[config.mk]
export PLATFORM = sky130hd
export DESIGN_NAME = cfg_seq_top
export DESIGN_NICKNAME = d
export VERILOG_FILES = /design/src/rtl/cfg_seq_pkg.sv /design/src/rtl/cfg_delay_ctr.sv /design/src/rtl/cfg_abort_filter.sv /design/src/rtl/cfg_mode_reg.sv /design/src/rtl/cfg_seq_top.sv
export SDC_FILE = /design/constraint.sdc
export NUM_CORES = 1
export LEC_CHECK = 0
export BUFFER_PORTS_ARGS = -buffer_cell sky130_fd_sc_hd__buf_2
export CORE_ASPECT_RATIO = 0.75
export CORE_MARGIN = 2
export CORE_UTILIZATION = 54
export DETAILED_ROUTE_END_ITERATION = 8
export GPL_ROUTABILITY_DRIVEN = 0
export GPL_TIMING_DRIVEN = 0
export PLACE_DENSITY = 0.82
export SLEW_MARGIN = 20
export SYNTH_ARGS = -nofsm -noshare
export SYNTH_HDL_FRONTEND = slang
export SYNTH_HIERARCHICAL = 1
export SYNTH_SLANG_ARGS = --single-unit
[constraint.sdc]
create_clock -name clk -period 3.3 [get_ports clk]
set_input_delay 0 -clock clk [delete_from_list [all_inputs] [get_ports clk]]
set_output_delay 0 -clock clk [all_outputs]
set_load 0.01 [all_outputs]
[src/rtl/cfg_seq_pkg.sv]
package cfg_seq_pkg;

  typedef enum logic [2:0] {
    ST_INIT  = 3'd0,
    ST_CLEAR = 3'd1,
    ST_WAIT  = 3'd2,
    ST_LOAD  = 3'd3,
    ST_START = 3'd4,
    ST_RUN   = 3'd5,
    ST_SLEEP = 3'd6,
    ST_FAULT = 3'd7
  } cfg_state_e;

  localparam logic [2:0] MODE_SLAVE = 3'b111;

  function automatic logic mode_is_master(input logic [2:0] m);
    return (m == 3'b000) || (m == 3'b010) || (m == 3'b011);
  endfunction

  function automatic logic mode_is_reserved(input logic [2:0] m);
    return (m == 3'b001) || (m == 3'b100) || (m == 3'b110);
  endfunction

endpackage

[src/rtl/cfg_delay_ctr.sv]
module cfg_delay_ctr #(
  parameter int W = 16
) (
  input  logic         clk,
  input  logic         rst_n,
  input  logic         clr_i,
  input  logic         en_i,
  output logic [W-1:0] cnt_o
);

  logic [W-1:0] cnt_q;
  logic [W-1:0] cnt_d;

  always_comb begin
    cnt_d = cnt_q;
    if (clr_i)     cnt_d = '0;
    else if (en_i) cnt_d = cnt_q + 1'b1;
  end

  always_ff @(posedge clk or negedge rst_n) begin
    if (!rst_n) cnt_q <= '0;
    else        cnt_q <= cnt_d;
  end

  assign cnt_o = cnt_q;

  // Both delay limits fit the counter, so a counted tick never wraps it.
  assert_no_wrap_R2: assert property (@(posedge clk) disable iff (!rst_n)
    !(en_i && !clr_i && (cnt_q == {W{1'b1}})));

endmodule

[src/rtl/cfg_abort_filter.sv]
module cfg_abort_filter #(
  parameter int N = 3
) (
  input  logic clk,
  input  logic rst_n,
  input  logic arm_i,
  input  logic tick_i,
  input  logic reset_n_i,
  output logic abort_o
);

  localparam int CW = (N < 2) ? 1 : $clog2(N);
  localparam logic [CW-1:0] LAST = CW'(N - 1);

  logic [CW-1:0] run_q;
  logic [CW-1:0] run_d;

  always_comb begin
    run_d = run_q;
    if (!arm_i)         run_d = '0;
    else if (tick_i) begin
      if (reset_n_i)    run_d = '0;
      else if (run_q != LAST) run_d = run_q + 1'b1;
    end
  end

  always_ff @(posedge clk or negedge rst_n) begin
    if (!rst_n) run_q <= '0;
    else        run_q <= run_d;
  end

  assign abort_o = arm_i && tick_i && !reset_n_i && (run_q == LAST);

  // The run count never goes past the abort threshold.
  assert_run_bound_R9: assert property (@(posedge clk) disable iff (!rst_n)
    run_q <= LAST);

  // A tick that sees the reset released leaves the count at zero.
  assert_run_restart_R9: assert property (@(posedge clk) disable iff (!rst_n)
    (arm_i && tick_i && reset_n_i) |=> (run_q == '0));

endmodule

[src/rtl/cfg_mode_reg.sv]
module cfg_mode_reg (
  input  logic       clk,
  input  logic       rst_n,
  input  logic       load_i,
  input  logic [2:0] mode_i,
  output logic       master_o,
  output logic       cclk_out_o
);

  import cfg_seq_pkg::*;

  logic [2:0] mode_q;

  always_ff @(posedge clk or negedge rst_n) begin
    if (!rst_n)      mode_q <= MODE_SLAVE;
    else if (load_i) mode_q <= mode_i;
  end

  assign master_o   = mode_is_master(mode_q);
  assign cclk_out_o = (mode_q != MODE_SLAVE);

endmodule

[src/rtl/cfg_seq_top.sv]
module cfg_seq_top #(
  parameter int INIT_BITS   = 14,
  parameter int CLEAR_TICKS = 250,
  parameter int ABORT_TICKS = 3
) (
  input  logic       clk,
  input  logic       rst_n,
  input  logic       ext_reset_n_i,
  input  logic       pwrdn_req_i,
  input  logic [2:0] mode_i,
  input  logic       tick_i,
  input  logic       frame_err_i,
  input  logic       cfg_done_i,
  output logic       init_n_o,
  output logic       io_tristate_o,
  output logic       cclk_master_o,
  output logic       clear_strobe_o,
  output logic       mode_err_o,
  output logic [2:0] state_o
);

  import cfg_seq_pkg::*;

  localparam int LONG_BITS = INIT_BITS + 2;
  localparam int CLR_BITS  = $clog2(CLEAR_TICKS + 1);
  localparam int CW        = (LONG_BITS > CLR_BITS) ? LONG_BITS : CLR_BITS;
  localparam logic [CW-1:0] SHORT_LAST = CW'((64'd1 << INIT_BITS) - 64'd1);
  localparam logic [CW-1:0] LONG_LAST  = CW'((64'd1 << LONG_BITS) - 64'd1);
  localparam logic [CW-1:0] CLEAR_LAST = CW'(CLEAR_TICKS - 1);

  cfg_state_e    state_q, state_d;
  logic [CW-1:0] cnt;
  logic          cnt_en, cnt_clr;
  logic          is_master;
  logic          init_done, clear_done, abort;
  logic          mode_load;

  // Delay counter shared by initialization and clear phases
  assign cnt_en  = tick_i && ((state_q == ST_INIT) || (state_q == ST_CLEAR));
  assign cnt_clr = (state_d != state_q);

  cfg_delay_ctr #(.W(CW)) delay_i (
    .clk   (clk),
    .rst_n (rst_n),
    .clr_i (cnt_clr),
    .en_i  (cnt_en),
    .cnt_o (cnt)
  );

  cfg_abort_filter #(.N(ABORT_TICKS)) abort_i (
    .clk       (clk),
    .rst_n     (rst_n),
    .arm_i     (state_q == ST_LOAD),
    .tick_i    (tick_i),
    .reset_n_i (ext_reset_n_i),
    .abort_o   (abort)
  );

  assign mode_load = (state_q == ST_INIT) ||
                     ((state_q == ST_WAIT) && (state_d == ST_LOAD));

  cfg_mode_reg mode_i_reg (
    .clk        (clk),
    .rst_n      (rst_n),
    .load_i     (mode_load),
    .mode_i     (mode_i),
    .master_o   (is_master),
    .cclk_out_o (cclk_master_o)
  );

  assign init_done  = tick_i && (cnt == (is_master ? LONG_LAST : SHORT_LAST));
  assign clear_done = tick_i && (cnt == CLEAR_LAST);

  // Next-state logic
  always_comb begin
    state_d = state_q;
    unique case (state_q)
      ST_INIT:  if (init_done)  state_d = ST_CLEAR;
      ST_CLEAR: if (clear_done) state_d = ST_WAIT;
      ST_WAIT:  if (ext_reset_n_i && !mode_is_reserved(mode_i)) state_d = ST_LOAD;
      ST_LOAD: begin
        if (frame_err_i)     state_d = ST_FAULT;
        else if (abort)      state_d = ST_CLEAR;
        else if (cfg_done_i) state_d = ST_START;
      end
      ST_START: state_d = ST_RUN;
      ST_RUN:   if (pwrdn_req_i)  state_d = ST_SLEEP;
      ST_SLEEP: if (!pwrdn_req_i) state_d = ST_RUN;
      ST_FAULT: state_d = ST_FAULT;
      default:  state_d = ST_INIT;
    endcase
  end

  // State register
  always_ff @(posedge clk or negedge rst_n) begin
    if (!rst_n) state_q <= ST_INIT;
    else        state_q <= state_d;
  end

  assign state_o        = state_q;
  assign init_n_o       = !((state_q == ST_INIT) || (state_q == ST_CLEAR) ||
                            (state_q == ST_FAULT));
  assign io_tristate_o  = (state_q != ST_RUN);
  assign clear_strobe_o = (state_q == ST_CLEAR) && tick_i;
  assign mode_err_o     = (state_q == ST_WAIT) && mode_is_reserved(mode_i);

  // Initialization ends only on a timer tick.
  assert_init_on_tick_R2: assert property (@(posedge clk) disable iff (!rst_n)
    (state_q == ST_CLEAR && $past(state_q) == ST_INIT) |-> $past(tick_i));

  // Power-down requests cannot pull the controller out of initialization.
  assert_init_no_pwrdn_R4: assert property (@(posedge clk) disable iff (!rst_n)
    (state_q == ST_INIT) |=> (state_q == ST_INIT || state_q == ST_CLEAR));

  // Configuration starts only with reset released and a supported mode.
  assert_load_entry_R7: assert property (@(posedge clk) disable iff (!rst_n)
    (state_q == ST_LOAD && $past(state_q) == ST_WAIT)
      |-> ($past(ext_reset_n_i) && !mode_is_reserved($past(mode_i))));

  // An abort to clear follows a tick seen with reset asserted.
  assert_abort_cause_R9: assert property (@(posedge clk) disable iff (!rst_n)
    (state_q == ST_CLEAR && $past(state_q) == ST_LOAD)
      |-> ($past(tick_i) && !$past(ext_reset_n_i)));

  // The fault state holds until power-on reset.
  assert_fault_sticky_R10: assert property (@(posedge clk) disable iff (!rst_n)
    (state_q == ST_FAULT) |=> (state_q == ST_FAULT));

  // Start-up lasts a single cycle.
  assert_startup_one_R12: assert property (@(posedge clk) disable iff (!rst_n)
    (state_q == ST_START) |=> (state_q == ST_RUN));

  // Leaving power-down requires the request to be removed.
  assert_sleep_exit_R13: assert property (@(posedge clk) disable iff (!rst_n)
    (state_q == ST_RUN && $past(state_q) == ST_SLEEP) |-> !$past(pwrdn_req_i));

endmodule

* Word level (Yosys, flattened, before mapping)
Index checks and enable logic that the tools add are counted.
** Word-level totals
- Latch bits :: 0
- Output and inout port bits :: 8
- Memories :: 0
- Bits in read-only memories :: 0
- Input port bits :: 10
- Bits in registers :: 24
- Bits in writable memories :: 0
- Logic and storage cells :: 68
** Cells by class
- Mux-type cells :: 16
- $mul :: 0
- Magnitude comparators :: 0
- Shift operators :: 0
- $add $sub $neg :: 2
- Div/mod/pow operators :: 0
- Reduce and logical (&&, ||, !) cells :: 24
- Equality and inequality tests :: 22
- Bitwise gates (word level) :: 0
** Operators with widths (number)
- 2-to-1 mux 16 bit :: 3
- 2-to-1 mux 3 bit :: 8
- one-hot mux 3 bit (8 select lines) :: 1
- == test 3 bit, second input constant :: 6
- adder 16 x 1 -> 16 bit, second input constant :: 1
- == test 16 bit :: 1
- == test 16 x 8 -> 1 bit, second input constant :: 1
- == test 3 x 2 -> 1 bit, second input constant :: 5
- logical AND 1 bit :: 10
- inequality test 3 bit, second input constant :: 3
- 2-to-1 mux 2 bit :: 4
- logical OR 1 bit :: 7
- == test 3 x 1 -> 1 bit, second input constant :: 2
- logical NOT 3 bit :: 2
- inequality test 2 bit, second input constant :: 2
- logical NOT 1 bit :: 3
- inequality test 3 bit :: 1
- adder 2 x 1 -> 2 bit, second input constant :: 1
- == test 2 bit, second input constant :: 1
- AND reduction 2 bit :: 1
- nonzero test 2 bit :: 1

* Longest topological paths before layout
Gate-level depths: netlist of the first run.
- Depth after elaboration :: 11
- Depth in mapped cells :: 12
- Mapped depth without buffers :: 11

* Cells and area by module
The synthesis of the first run kept the hierarchy.
** Modules (own cells, without submodules)
- cfg_delay_ctr :: area an instance 872.1 um^2, instances 1, seq. area each 400.4 um^2, cells each 82
- cfg_seq_top :: area an instance 414.1 um^2, instances 1, seq. area each 75.1 um^2, cells each 59
- cfg_abort_filter :: area an instance 142.6 um^2, instances 1, seq. area each 50.0 um^2, cells each 13
- cfg_mode_reg :: area an instance 123.9 um^2, instances 1, seq. area each 78.8 um^2, cells each 10

* Worst setup path after synthesis of the first run
OpenSTA, ideal clock, no wires.
- Path kind :: reg2reg
- Start point :: reg state_q[1], in the netlist state_o[1]
- End point :: reg delay_i.cnt_q[15], in the netlist delay_i/cnt_o[15]
- Path buffers :: 2
- Setup time :: 0.125 ns
- Stages on the path, launching flop included :: 13
- Arrival time :: 2.704 ns
- Setup slack :: 0.471 ns
- Data required time :: 3.175 ns
- Clock period less this slack :: 2.829 ns
- Path through :: dfrtp_1 > clkbuf_1 > and3_1 > and4b_2 > nor2_1 > and3_1 > o311ai_1 > o21a_1 > buf_6 > o211ai_4 > nor3_2 > nor3b_2 > mux2_4
** Between the ends
- Word-level cells in the longest chain between the ends :: 9
- Elaborated cells between the ends (all ways) :: 25
- Classes of those cells :: eq/ne (8); mux (10); reduce/logical (7)
** RTL lines
- start, declared :: RTL line cfg_seq_top.sv:31 : cfg_state_e state_q, state_d;
- start signal, assigned :: RTL line cfg_seq_top.sv:97 : else state_q <= state_d;
- == test 3 x 2 -> 1 bit * :: RTL line cfg_seq_top.sv:53 : .arm_i (state_q == ST_LOAD),
- logical AND 1 bit * (3 in series) :: RTL line cfg_abort_filter.sv:32 : assign abort_o = arm_i && tick_i && !reset_n_i && (run_q == LAST);
- via abort :: RTL line cfg_seq_top.sv:35 : logic init_done, clear_done, abort;
- 2-to-1 mux 3 bit * :: RTL line cfg_seq_top.sv:83 : else if (abort) state_d = ST_CLEAR;
- 2-to-1 mux 3 bit * :: RTL line cfg_seq_top.sv:82 : if (frame_err_i) state_d = ST_FAULT;
- one-hot mux 3 bit (8 select lines) * :: RTL line cfg_seq_top.sv:77 : unique case (state_q)
- inequality test 3 bit * :: RTL line cfg_seq_top.sv:40 : assign cnt_clr = (state_d != state_q);
- via cnt_clr :: RTL line cfg_seq_top.sv:33 : logic cnt_en, cnt_clr;
- 2-to-1 mux 16 bit / nonzero test 2 bit (equally long branches)
- end signal, assigned :: RTL line cfg_delay_ctr.sv:22 : else cnt_q <= cnt_d;
- end, declared :: RTL line cfg_delay_ctr.sv:11 : logic [W-1:0] cnt_q;
The timed path passes the listed nets; every way through them passes the cells marked *.
A chain may end at the register's enable or synchronous reset.

* Worst setup path after layout of the first run
Ends and elaborated chain as after synthesis.

==> results.json, run 1 <==
{
  "grt_pass1_vias": 1265,
  "crit_path_end_kind": "flop",
  "worstSkewPairLatency_ns": 0.27,
  "clockRootBuffer": "clkbuf_8",
  "clockBufferDepth": 2,
  "final-seq-area_sq_um": 604,
  "cp.arrival_ns": 3.23,
  "rsz0062_at_grt": "false",
  "die_w_um": 65.9,
  "firstDrtPassIters": 5,
  "reg2reg_slack_ns": 0.23,
  "crit_path_top_delay_cell": "dfrtp_1",
  "nets": 202,
  "grtUsageMet3_pct": 5.61,
  "grtUsageTotal_pct": 24.1,
  "async_flop_share_pct": 100,
  "cp_num_buf_inv": 2,
  "yosysWarnings": 6,
  "status": "complete, no violations",
  "cp_data_required_time_ns": 3.47,
  "worstPathCellList": "clkbuf_2, and3_1, and4b_2, nor2_1, and3_1, o311ai_1, o21a_1, buf_6, o211ai_4, nor3_2, nor3b_2, mux2_4",
  "ioPinCount": 18,
  "grt_overflow_total": 0,
  "ys_ff_latch": 24,
  "critPathLaunchType": "flop",
  "synth_edf_count": 0,
  "portBuffers": 17,
  "regToRegStartpoint": "state_o[1]",
  "hold_viol_final": 0,
  "wirelength_mm": 3.42,
  "grt_use_met1_pct": 33.6,
  "min_period_over_period_pct": 92.9,
  "ys_seq_area_share_pct": 38.9,
  "post_cts_buffers": 0,
  "initial_core_util_pct": 58.3,
  "seqPwrFrac_pct": 40.4,
  "r2r-end": "delay_i/cnt_o[15]",
  "critical_path.most_common_cell": "and3_1",
  "synth.area.top_cells": "dfrtp_1, dfstp_2, nor2_1, xnor2_1, nor4_2",
  "finalCriticalPeriod_ns": 3.07,
  "fin_tns_setup_ns": 0,
  "synth_top_cell_by_area": "dfrtp_1",
  "syn_inst": 164,
  "worstPathMaxFanout": 10,
  "synth_cell_types": 50,
  "worstSetupPathType": "flop to flop",
  "drt_iter0_markers": 136,
  "synth_area_sq_um": 1550,
  "fmax_ghz": 0.326,
  "htreeDepth": 1,
  "viasPerCell": 6.01,
  "multi_input_area_sq_um": 873,
  "clkPwrFrac_pct": 33.5,
  "vias": 1353,
  "finClkSkew_ns": 0.00238,
  "antenna_cells": 0,
  "hold_class": "input pin to flop",
  "fill_cells": 218,
  "cts_buffers": 3,
  "cts_tree": "built",
  "busiest_layer": "met2",
  "cell_internal_pwr_mw": 0.544,
  "syn-num-nets": 176,
  "die_h_um": 50.4,
  "cts.sinks": 24,
  "min_from": "frame_err_i",
  "antenna_found_initial": 0,
  "holdPathEnd": "state_o[2]",
  "final_core_util_pct": 67.4,
  "whs_path_depth": 3,
  "postRouteAntennaNets": 0,
  "drcViolationCount": 0,
  "cp_slowest_stage_delay_ns": 0.47,
  "core_area_sq_um": 2660,
  "finalSetupViolCount": 0,
  "worst_pin_slew_ns": 0.513,
  "swShare_pct": 29.6,
  "final_max_slew_viol_count": 0,
  "dpl.hpwl_mm": 2.56,
  "r2r.worst_path.cells": 12,
  "ir_drop_mv": 0.295,
  "p_per_area_nw_per_um2": 430,
  "wl_per_cell_um": 15.2,
  "die_area_sq_um": 3330,
  "pwr-share-comb_pct": 26.1,
  "p_leak_nw": 0.757,
  "synthFlopType": "dfrtp_1",
  "cp_top_family": "simple AND/OR/NAND/NOR gates",
  "synth_top_cell_area_share_pct": 33.8,
  "fp-row-count": 16,
  "clk_pin_slew_ns": 0.08,
  "drv_cap": 0,
  "grt_max_degree": 25,
  "slew_headroom_pct": 65.8,
  "grt_pass1_wl_mm": 5.87,
  "drive_above_1_share_pct": 23.8,
  "syn_to_final_growth_pct": 15.6,
  "use_met2_pct": 35.5,
  "switchingPower_mw": 0.229,
  "synth.avg_cell_area_sq_um": 9.47
}
[layer usage]
layer,vias to the layer above,share of wire [%]
met1,659,46
met2,46,46
met3,8,5.2
met5,-,0
met4,0,2.3
li1,640,-
[metrics by stage]
step                      power, mW  std cells  hold WS [ns]  area (sq um)  setup WS, ns
after floorplan               0.453        164        -0.296          1550         0.471
after global placement        0.509        217       0.00387          1680         0.163
after detailed placement      0.514        217       0.00638          1680         0.168
after CTS                     0.778        225        0.0109          1790         0.128
after global routing          0.819        225        0.0313          1800        0.0181
final                         0.773        225        0.0205          1800         0.233
[layout make-up]
class | count | share of cell area (%)
repair buffers | 21 | 6.97
flip-flops and latches | 24 | 33.7
clock inverters | 1 | 1.67
plain buffers | 7 | 2.58
clock buffers | 3 | 2.30
multi-input cells | 125 | 48.6
inverters | 8 | 1.67
well taps | 36 | 2.51
[cell usage after synthesis, drive strengths merged, types with 4 or more instances]
master  number
o21ai        6
nor4         5
or3          6
nand3        6
nor4b        4
dfrtp       21
nand2        9
nor2        20
a21oi       10
nand4        8
nor3         4
xnor2        7
mux2         4
clkbuf       4
nor2b        4
inv          8
[power by group through the flow]
stage	logic (mW)	clock network [mW]	registers (mW)
6_report	0.202	0.258	0.312
5_1_grt	0.231	0.275	0.313
4_1_cts	0.201	0.265	0.312
3_5_place_dp	0.196	0	0.318
3_3_place_gp	0.192	0	0.317
2_1_floorplan	0.132	0	0.320
[logic make-up (layout without fill, tap and decap cells)]
group / count (synthesis) / count (layout) / share of synthesized area [%]
AO/OA/AOI/OAI: 26 / 26 / 11.4
XOR/XNOR: 10 / 10 / 5.64
adder cells (fa/ha/maj): 2 / 2 / 1.61
buffers and inverters: 15 / 40 / 4.83
flip-flops: 24 / 24 / 38.9
multiplexers: 5 / 5 / 3.79
AND/OR/NAND/NOR: 82 / 82 / 33.8
[worst reg2reg max path, stage by stage, from the launching register on]
cell      delay, ns
dfrtp_1        0.47
clkbuf_2       0.26
and3_1         0.24
and4b_2        0.25
nor2_1         0.06
and3_1         0.17
o311ai_1       0.23
o21a_1         0.18
buf_6          0.15
o211ai_4       0.15
nor3_2         0.26
nor3b_2        0.24
mux2_4         0.31
[layout by cell type (no fill, tap or decap), drive strengths merged, types with 3 or more instances in the layout]
cell type / count
or3: 6
and3: 3
nor4: 5
a21oi: 10
nor2b: 4
inv: 8
nor4b: 4
nor2: 20
dlygate4sd3: 4
xor2: 3
clkbuf: 7
o21ai: 6
dfstp: 3
nand4: 8
nand2: 9
mux2: 4
xnor2: 7
nand3: 6
dfrtp: 21
buf: 20
nor3: 4
[timing repair]
| item | in CTS | in global routing |
|---|---|---|
| endpoints found under the hold margin | 24 | 0 |
| endpoints found under the setup margin | 0 | 1 |
| hold buffers | 4 | 0 |
| resized for setup | 0 | 2 |
[worst max path at each step]
stage | slack [ns] | depth (start not counted) | startpoint | endpoint
floorplan | 0.47 | 12 | state_o[1] | delay_i/cnt_o[15]
global placement | 0.16 | 12 | state_o[1] | delay_i/cnt_o[15]
detailed placement | 0.17 | 12 | state_o[1] | delay_i/cnt_o[15]
CTS | 0.13 | 12 | state_o[1] | delay_i/cnt_o[15]
global route | 0.02 | 12 | state_o[1] | delay_i/cnt_o[15]
finish | 0.23 | 12 | state_o[1] | delay_i/cnt_o[15]
[registers in the layout, summed over array words and instances (netlist names)]
register	flops
delay_i/cnt_o	16
mode_i_reg/mode_q	3
state_o	3
abort_i/run_q	2
No activity file was read; power rests on OpenSTA's default activity.
==> inputs of run 2 (changes only) <==
--- a/config.mk
+++ b/config.mk
@@ -6,7 +6,7 @@
 export NUM_CORES = 1
 export LEC_CHECK = 0
 export BUFFER_PORTS_ARGS = -buffer_cell sky130_fd_sc_hd__buf_2
-export CORE_ASPECT_RATIO = 0.75
+export CORE_ASPECT_RATIO = 1.5
 export CORE_MARGIN = 2
 export CORE_UTILIZATION = 54
 export DETAILED_ROUTE_END_ITERATION = 8
==> run 2 against run 1 <==
Against the previous run:
- count of clock-buffer cells in the layout increased by 1
- utilization down 1.6 points
- via count decreased by 1.7%
- register-to-register slack is essentially flat
==> results.json, run 2 (synthesized netlist as in run 1, its figures left out) <==
{
  "worst_pin_slew_ns": 0.531,
  "postRouteAntennaNets": 0,
  "multi_input_area_sq_um": 873,
  "critical_path.most_common_cell": "and3_1",
  "cts_tree": "built",
  "finalSetupViolCount": 0,
  "hold_ws_ns": 0.0212,
  "fmax_ghz": 0.326,
  "die_area_sq_um": 3330,
  "worstSkewPairLatency_ns": 0.27,
  "grt_pass1_vias": 1312,
  "die_h_um": 69.7,
  "grt_pass1_wl_mm": 5.46,
  "hold_viol_final": 0,
  "cp_data_required_time_ns": 3.46,
  "wirelength_mm": 3.36,
  "clockRootBuffer": "clkbuf_8",
  "fin_area_sq_um": 1780,
  "grtUsageMet3_pct": 4.43,
  "busiest_layer": "met2",
  "drive_above_1_share_pct": 23.8,
  "grt_use_met1_pct": 21.7,
  "crit_path_top_delay_cell": "dfrtp_1",
  "worstPathCellList": "clkbuf_2, and3_1, and4b_2, nor2_1, and3_1, o311ai_1, o21a_1, buf_6, o211ai_4, nor3_2, nor3b_2, mux2_4",
  "rsz0062_at_grt": "false",
  "htreeDepth": 1,
  "drt_iter0_markers": 41,
  "grtUsageTotal_pct": 22.4,
  "grt_overflow_total": 0,
  "final_cell_mix": "dfrtp_1, nor2_1, buf_2",
  "status": "complete, no violations",
  "drcViolationCount": 0,
  "slew_headroom_pct": 64.6,
  "clockBufferDepth": 2,
  "stdcell_count": 226,
  "ioPinCount": 18,
  "largest_reg_flops": 16,
  "finClkSkew_ns": 0.00562,
  "antenna_found_initial": 0,
  "initial_core_util_pct": 57.4,
  "cts_buffers": 3,
  "antenna_cells": 0,
  "use_met2_pct": 41.2,
  "cp_slowest_stage_delay_ns": 0.48,
  "critPathLaunchType": "flop",
  "syn_to_final_growth_pct": 14.7,
  "fp-row-count": 23,
  "p_leak_nw": 0.751,
  "nets": 202,
  "dpl.hpwl_mm": 2.51,
  "cp.arrival_ns": 3.23,
  "die_w_um": 47.8,
  "clk_pin_slew_ns": 0.08,
  "fill_cells": 239,
  "vias": 1330,
  "worstPathMaxFanout": 10,
  "min_period_over_period_pct": 93.0,
  "final_max_slew_viol_count": 0,
  "ir_drop_mv": 0.310,
  "placed_area_sq_um": 1680,
  "portBuffers": 17,
  "p_per_area_nw_per_um2": 404,
  "hold_class": "input pin to flop",
  "crit_path_end_kind": "flop",
  "grt_max_degree": 25,
  "core_area_sq_um": 2710,
  "dp_cells": 218,
  "final_common_cell": "dfrtp_1",
  "final-seq-area_sq_um": 604,
  "worstSetupPathType": "flop to flop",
  "viasPerCell": 5.88,
  "finalCriticalPeriod_ns": 3.07,
  "fin_tns_setup_ns": 0,
  "cts.sinks": 24,
  "drv_cap": 0,
  "firstDrtPassIters": 4,
  "power.total_mw": 0.719,
  "wl_per_cell_um": 14.9
}
-- run 2: cell count changes in the layout (fill, tap and decap cells not counted) --
| cell | previous run | this run |
|---|---|---|
| bufinv_16 | 1 | 0 |
| clkbuf_8 | 3 | 4 |
-- run 2: final cells by class --
cell class | count | area share, %
Inverter | 8 | 1.69
Tap cell | 37 | 2.60
Timing Repair Buffer | 21 | 7.03
Multi-Input combinational cell | 125 | 49.1
Clock buffer | 4 | 3.09
Sequential cell | 24 | 33.9
Buffer | 7 | 2.60
-- run 2: worst paths after layout --
kind | start | to | slack, ns | cells after the start
worst min register to register | mode_i_reg/mode_q[1] | mode_i_reg/mode_q[1] | 0.54 | 2
worst max register to register | state_o[1] | delay_i/cnt_o[15] | 0.23 | 12
worst max-delay path | state_o[1] | delay_i/cnt_o[15] | 0.23 | 12
min in group asynchronous | rst_n | delay_i/cnt_o[8] | 0.26 | 2
worst min-delay path | frame_err_i | state_o[2] | 0.02 | 3
max in group asynchronous | rst_n | mode_i_reg/mode_q[2] | 2.67 | 2
-- run 2: timing repair --
item,4_1_cts,5_1_grt
gates resized for setup,0,2
setup buffers,0,0
setup endpoints to repair,0,1
hold buffers,4,0
hold endpoints to repair,24,0
-- run 2: worst max-delay path, delay by kind of cell (launching register included) --
family | cells | cell delay [ns]
buf+inv | 2 | 0.39
compound gates | 3 | 0.56
simple gates | 6 | 1.20
flops | 1 | 0.48
mux | 1 | 0.32
-- run 2: routing by layer --
layer	part of all wire (%)	vias to the layer above	wire length, um
li1	-	648	-
met1	39	639	1320
met2	55	34	1850
met3	3.2	9	109
met4	2.6	0	87
met5	0	-	0
-- run 2: per-stage QoR --
step	setup WS, ns	utilization, %
2_1_floorplan	0.471	-
3_5_place_dp	0.176	62.3
6_report	0.230	65.8
5_1_grt	0.0541	65.8
3_3_place_gp	0.202	62.3
4_1_cts	0.121	65.8
-- run 2: where the power goes --
group          switching (mW)  internal (mW)  total (mW)
registers              0.0109          0.302       0.313
clock network          0.0956          0.107       0.202
logic                   0.124         0.0793       0.203
